### config.mk
export PLATFORM = sky130hd
export DESIGN_NAME = segdisp_latch_decoder
export DESIGN_NICKNAME = d
export VERILOG_FILES = /design/src/rtl/segdisp_pkg.sv /design/src/rtl/segdisp_code_store.sv /design/src/rtl/segdisp_dimmer.sv /design/src/rtl/segdisp_decode.sv /design/src/rtl/segdisp_latch_decoder.sv
export SDC_FILE = /design/constraint.sdc
export NUM_CORES = 1
export LEC_CHECK = 0
export ABC_CLOCK_PERIOD_IN_PS = 2600
export BUFFER_PORTS_ARGS = -buffer_cell sky130_fd_sc_hd__buf_4
export CAP_MARGIN = 40
export CORE_MARGIN = 5
export CORE_UTILIZATION = 35
export DETAILED_ROUTE_END_ITERATION = 8
export GPL_TIMING_DRIVEN = 0
export SLEW_MARGIN = 5
export SYNTH_ARGS = -nofsm -noshare
export SYNTH_HDL_FRONTEND = slang
export SYNTH_HIERARCHICAL = 1
export SYNTH_SLANG_ARGS = --single-unit
### constraint.sdc
create_clock -name clk -period 2.6 [get_ports clk]
set_input_delay 0.26 -clock clk [delete_from_list [all_inputs] [get_ports clk]]
set_output_delay 0.26 -clock clk [all_outputs]
set_load 0.01 [all_outputs]
### src/rtl/segdisp_pkg.sv
package segdisp_pkg;

  localparam int SEG_N = 7;

  typedef logic [SEG_N-1:0] seg_t;

  localparam seg_t SEG_ALL_ON  = '1;
  localparam seg_t SEG_ALL_OFF = '0;

  // Glyph for one decimal digit; bit 0 = segment a ... bit 6 = segment g.
  function automatic seg_t digit_glyph(input logic [3:0] d);
    seg_t g;
    case (d)
      4'd0:    g = 7'h3F;
      4'd1:    g = 7'h06;
      4'd2:    g = 7'h5B;
      4'd3:    g = 7'h4F;
      4'd4:    g = 7'h66;
      4'd5:    g = 7'h6D;
      4'd6:    g = 7'h7C;  // tail-less six
      4'd7:    g = 7'h07;
      4'd8:    g = 7'h7F;
      4'd9:    g = 7'h67;  // tail-less nine
      default: g = SEG_ALL_OFF;
    endcase
    return g;
  endfunction

endpackage

### src/rtl/segdisp_code_store.sv
module segdisp_code_store #(
  parameter int CODE_W = 4
) (
  input  logic              clk,
  input  logic              rst_n,
  input  logic              hold,
  input  logic [CODE_W-1:0] code_in,
  output logic [CODE_W-1:0] shown_code
);

  logic              load_en;
  logic [CODE_W-1:0] store_q;
  logic [CODE_W-1:0] store_d;

  always_comb begin
    load_en = ~hold;
    store_d = load_en ? code_in : store_q;
    // Transparent while loading, stored value while holding.
    shown_code = load_en ? code_in : store_q;
  end

  always_ff @(posedge clk or negedge rst_n) begin
    if (!rst_n) store_q <= '0;
    else        store_q <= store_d;
  end

  AST_HOLD_KEEPS_CODE: assert property (@(posedge clk) disable iff (!rst_n)
    hold |=> $stable(store_q));

endmodule

### src/rtl/segdisp_dimmer.sv
module segdisp_dimmer #(
  parameter int DUTY_W = 8
) (
  input  logic              clk,
  input  logic              rst_n,
  input  logic [DUTY_W-1:0] duty,
  output logic              dim_blank
);

  logic              cnt_en;
  logic [DUTY_W-1:0] cnt_q;
  logic [DUTY_W-1:0] cnt_d;

  always_comb begin
    cnt_en    = 1'b1;
    cnt_d     = cnt_en ? cnt_q + 1'b1 : cnt_q;
    dim_blank = (cnt_q >= duty);
  end

  always_ff @(posedge clk or negedge rst_n) begin
    if (!rst_n) cnt_q <= '0;
    else        cnt_q <= cnt_d;
  end

endmodule

### src/rtl/segdisp_decode.sv
module segdisp_decode
  import segdisp_pkg::*;
#(
  parameter int CODE_W = 4
) (
  input  logic              lamp_test_n,
  input  logic              blank_n,
  input  logic              dim_blank,
  input  logic [CODE_W-1:0] code,
  output seg_t              seg_next
);

  localparam int MAX_DIGIT = 9;

  logic legal;
  logic dark;

  always_comb begin
    legal = (int'(code) <= MAX_DIGIT);
    dark  = ~blank_n | dim_blank;
    if (!lamp_test_n)  seg_next = SEG_ALL_ON;
    else if (dark)     seg_next = SEG_ALL_OFF;
    else if (!legal)   seg_next = SEG_ALL_OFF;
    else               seg_next = digit_glyph(code[3:0]);
  end

endmodule

### src/rtl/segdisp_latch_decoder.sv
module segdisp_latch_decoder
  import segdisp_pkg::*;
#(
  parameter int CODE_W = 4,
  parameter int DUTY_W = 8
) (
  input  logic              clk,
  input  logic              rst_n,
  input  logic              lamp_test_n,
  input  logic              blank_n,
  input  logic              hold,
  input  logic [CODE_W-1:0] code_in,
  input  logic [DUTY_W-1:0] duty,
  output logic [SEG_N-1:0]  seg
);

  logic [CODE_W-1:0] shown_code;
  logic              dim_blank;
  seg_t              seg_next;
  seg_t              seg_q;
  logic              out_en;
  logic              out_vld;

  segdisp_code_store #(.CODE_W(CODE_W)) u_store (
    .clk        (clk),
    .rst_n      (rst_n),
    .hold       (hold),
    .code_in    (code_in),
    .shown_code (shown_code)
  );

  segdisp_dimmer #(.DUTY_W(DUTY_W)) u_dim (
    .clk       (clk),
    .rst_n     (rst_n),
    .duty      (duty),
    .dim_blank (dim_blank)
  );

  segdisp_decode #(.CODE_W(CODE_W)) u_dec (
    .lamp_test_n (lamp_test_n),
    .blank_n     (blank_n),
    .dim_blank   (dim_blank),
    .code        (shown_code),
    .seg_next    (seg_next)
  );

  assign out_en = 1'b1;

  always_ff @(posedge clk or negedge rst_n) begin
    if (!rst_n) begin
      seg_q   <= SEG_ALL_OFF;
      out_vld <= 1'b0;
    end else if (out_en) begin
      seg_q   <= seg_next;
      out_vld <= 1'b1;
    end
  end

  assign seg = seg_q;

  AST_LAMP_TEST_LIGHTS: assert property (@(posedge clk) disable iff (!rst_n)
    (out_vld && !$past(lamp_test_n)) |-> (seg == SEG_ALL_ON));

  AST_BLANK_DARKENS: assert property (@(posedge clk) disable iff (!rst_n)
    (out_vld && $past(lamp_test_n && !blank_n)) |-> (seg == SEG_ALL_OFF));

  AST_ILLEGAL_DARK: assert property (@(posedge clk) disable iff (!rst_n)
    (out_vld && $past(lamp_test_n && (int'(shown_code) > 9))) |-> (seg == SEG_ALL_OFF));

  AST_ZERO_DUTY_DARK: assert property (@(posedge clk) disable iff (!rst_n)
    (out_vld && $past(lamp_test_n && (duty == '0))) |-> (seg == SEG_ALL_OFF));

  AST_RESET_DARK: assert property (@(posedge clk)
    !rst_n |-> (seg == SEG_ALL_OFF));

endmodule

==> results.md <==
* Status: finished clean
* Core Footprint at 3080 sq um
* Root buf cell: clkbuf_4
* Fin nets at 164
* R2R Setup Slk at between 0.5 and 0.6 ns
* Crit. Startpoint: u_dim/cnt_q[0]$_DFF_PN0_
* Vias in the first global route at 923
* Row Count at 20
* Die width at 66.8 um
* Post-synth top area share at 0.422
* Total GRT Usage at 0.108
* Sw frac at 0.269
* Setup Skew at 0.00263 ns
* Clk pin slew, worst setup/hold paths at 0.10 ns
* Met1 Usage GRT at 0.117
* DR DRC count at 0
* Final worst-path cycle share at 0.791
* First-pass GRT wire length at between 3 and 4 mm
* Layer carrying the most global-route usage: met2
* Internal power at 0.000447 W
* Pin count of the biggest net entering global routing at 20
* Clock Latency Late Sink at 0.28 ns
* Flop pwr share at 0.518
* Die area at 4460 sq um
* Crit path arrival time at 2.27 ns
* Critical Path RT at 2.82 ns
* Initial DRC Count at 12
* Worst-margin pin slew at 0.445 ns
* Clk buf depth at 2
* Met3 usage at 0.0202
* Area growth from synthesis to layout at 23.4%
* Number of synthesized register bits at 19
* Post-route ant nets at 0
* Final worst setup slack at 0.542 ns
* Fin crit period at 2.06 ns
* Area leader, netlist: dfrtp_1
* HPWL after DPL at 1.77 mm
* Final Setup Violations at 0
* Largest stage delay on the critical path at 0.41 ns
* EDFF count, synth at 0
* DR vias at 833
* Clock sink count at 19
* Max-slew headroom at 0.703
* Netlist cell types at 31
* Mapped Nets at 135
* RePlAce Congestion at just over 0.8
* R2R Path Start: u_dim/cnt_q[0]$_DFF_PN0_
* Avg Vias per Cell at ~4.7
* Antenna diode count at 0
* Initial antenna violation count at 0
* Initial Utilization at 0.366
* Startpoint Class: flip-flop
* P per Cell Area at roughly 440 nW/um^2
* CP cell instances: inv_1, ha_1, nand2b_4, a2111oi_4, o31ai_1, nor2b_1, o311ai_2, o21ai_1
* Vert. Die Dim at between 60 and 70 um
* Aggregate routed wire length at roughly 2.1 mm
* Max_cap viols at 0
* Switching power total at 0.000165 W
* H-Tree Level Count at 1
* M2 GR Usage at 0.203
* Critical path type: reg -> reg
* Clock power share at 0.231
* Inserted Clock Buffers at 3
* Crit. End Element: flip-flop
* Hold crit path type: in -> reg
* GRT Residual Overflow at 0
* Power Total at between 0.0006 and 0.0007 W
* Syn. warnings at 6
* CTS tree: yes
* RSZ-0062 raised after global routing: no
* Endpoints failing hold at 0
* I/O Pins at 24
* Hold path start: lamp_test_n
* Routed WL per cell at 12.1 um
* Synthesized netlist cell count at 104
* Peak VDD IR at about 0.00017 V
* Cts repair resizes at 0
* Combinational fraction of design power at 0.251
* Final-report max-slew violation count at 0
* Fmax at 0.486 GHz
* Synth top area cells: dfrtp_1 (42%), ha_1 (16%), mux2_2 (4.0%)
* Setup TNS at 0 ns
* Ys flop type: dfrtp_1
* Pre-CTS setup slack at 0.536 ns
* Slowest stage cell, crit path: dfrtp_1
* CP Max Fanout at 5
* Avg Inst Size Synth at approximately 11 sq um
* Leakage at 0.674 nW
* FFs w/ async S/R, synth at 1.00
* Layout cell share with drive strength beyond 1 at 0.280
* Part of the Yosys area used for sequential elements at 0.422
* # port buffers at 23
* Synth Cell Area at between 1000 and 1500 sq um
* DRT Pass-1 Iters at 4
-- routing by layer --
layer	share of wire	up-vias
li1	-	418
met1	0.41	400
met2	0.54	13
met3	0.040	2
met4	0.0075	0
met5	0	-
-- worst max-delay path, delay by kind of cell (launching register included) --
kind	cells	cell delay (ns)
AO/OA/AOI/OAI	4	0.85
flip-flops	1	0.41
AND/OR/NAND/NOR	2	0.39
adder cells (fa/ha/maj)	1	0.27
buffers and inverters	1	0.07
-- cells by family after synthesis --
family	synth area share
XOR/XNOR	0.0544
adder cells (fa/ha/maj)	0.155
AO/OA/AOI/OAI	0.163
multiplexers	0.0400
AND/OR/NAND/NOR	0.113
buffers and inverters	0.0522
flip-flops	0.422
-- synthesized netlist by cell type, types with 3 or more instances --
cell type and instances:
nand2_1 4, mux2_2 4, ha_1 14, inv_1 11
o31ai_1 3, nor2b_1 5, xnor2_1 5, dfrtp_1 19
nor2_1 4, a21oi_1 4, o21ai_1 5
-- registers in the layout, summed over array words and instances (netlist names) --
name / flops
u_dim/cnt_q: 8
seg: 7
u_store/store_q: 4
-- per-stage QoR --
| step | instance area (sq um) | instances | util | hold WS [ns] |
|---|---|---|---|---|
| after floorplan | 1130 | 104 | - | -0.0356 |
| after global placement | 1360 | 171 | 0.440 | 0.144 |
| after detailed placement | 1360 | 171 | 0.440 | 0.148 |
| after CTS | 1390 | 176 | 0.452 | 0.184 |
| after global routing | 1390 | 176 | 0.452 | 0.185 |
| final | 1390 | 176 | 0.452 | 0.199 |
-- placed cells by master, fill, tap and decap left out, types with 2 or more instances in the layout --
cell type / n
buf_4: 23
dfrtp_1: 19
ha_1: 14
inv_1: 11
nor2b_1: 5
o21ai_1: 5
xnor2_1: 5
nor2_1: 4
nand2_1: 4
a21oi_1: 4
mux2_2: 4
clkbuf_4: 3
o31ai_1: 3
inv_2: 2
buf_2: 2
nand4_1: 2
nand3_1: 2
xor2_1: 2
o21a_1: 2
-- cell type report --
class                      count  area [sq um]
buffer                         2          10.0
inverter                      13          48.8
multi-input combinational     70           593
sequential                    19           475
tap                           44          55.1
clock buffer                   4          26.3
timing repair buffer          24           183
fill                         306          1690
-- power groups by stage --
stage	registers, W	logic, W	clock network (W)
2_1_floorplan	0.000327	0.0000866	0
3_3_place_gp	0.000322	0.000149	0
3_5_place_dp	0.000322	0.000155	0
4_1_cts	0.000317	0.000157	0.000155
5_1_grt	0.000318	0.000173	0.000161
6_report	0.000316	0.000154	0.000141
-- timing repair --
action                                 CTS  global route
endpoints found under the hold margin   19             0
setup buffers                            0             0
setup endpoints to repair                0             0
hold buffers                             1             0
-- worst paths after layout --
path                            cells after the start                       end
worst min register to register                      1  u_dim/cnt_q[7]$_DFF_PN0_
min in group asynchronous                           2  u_dim/cnt_q[0]$_DFF_PN0_
worst max register to register                      8          seg[4]$_DFF_PN0_
max in group asynchronous                           2          seg[3]$_DFF_PN0_
worst max-delay path                                8          seg[4]$_DFF_PN0_
worst min-delay path                                2          seg[3]$_DFF_PN0_
No activity file was read; power rests on OpenSTA's default activity.
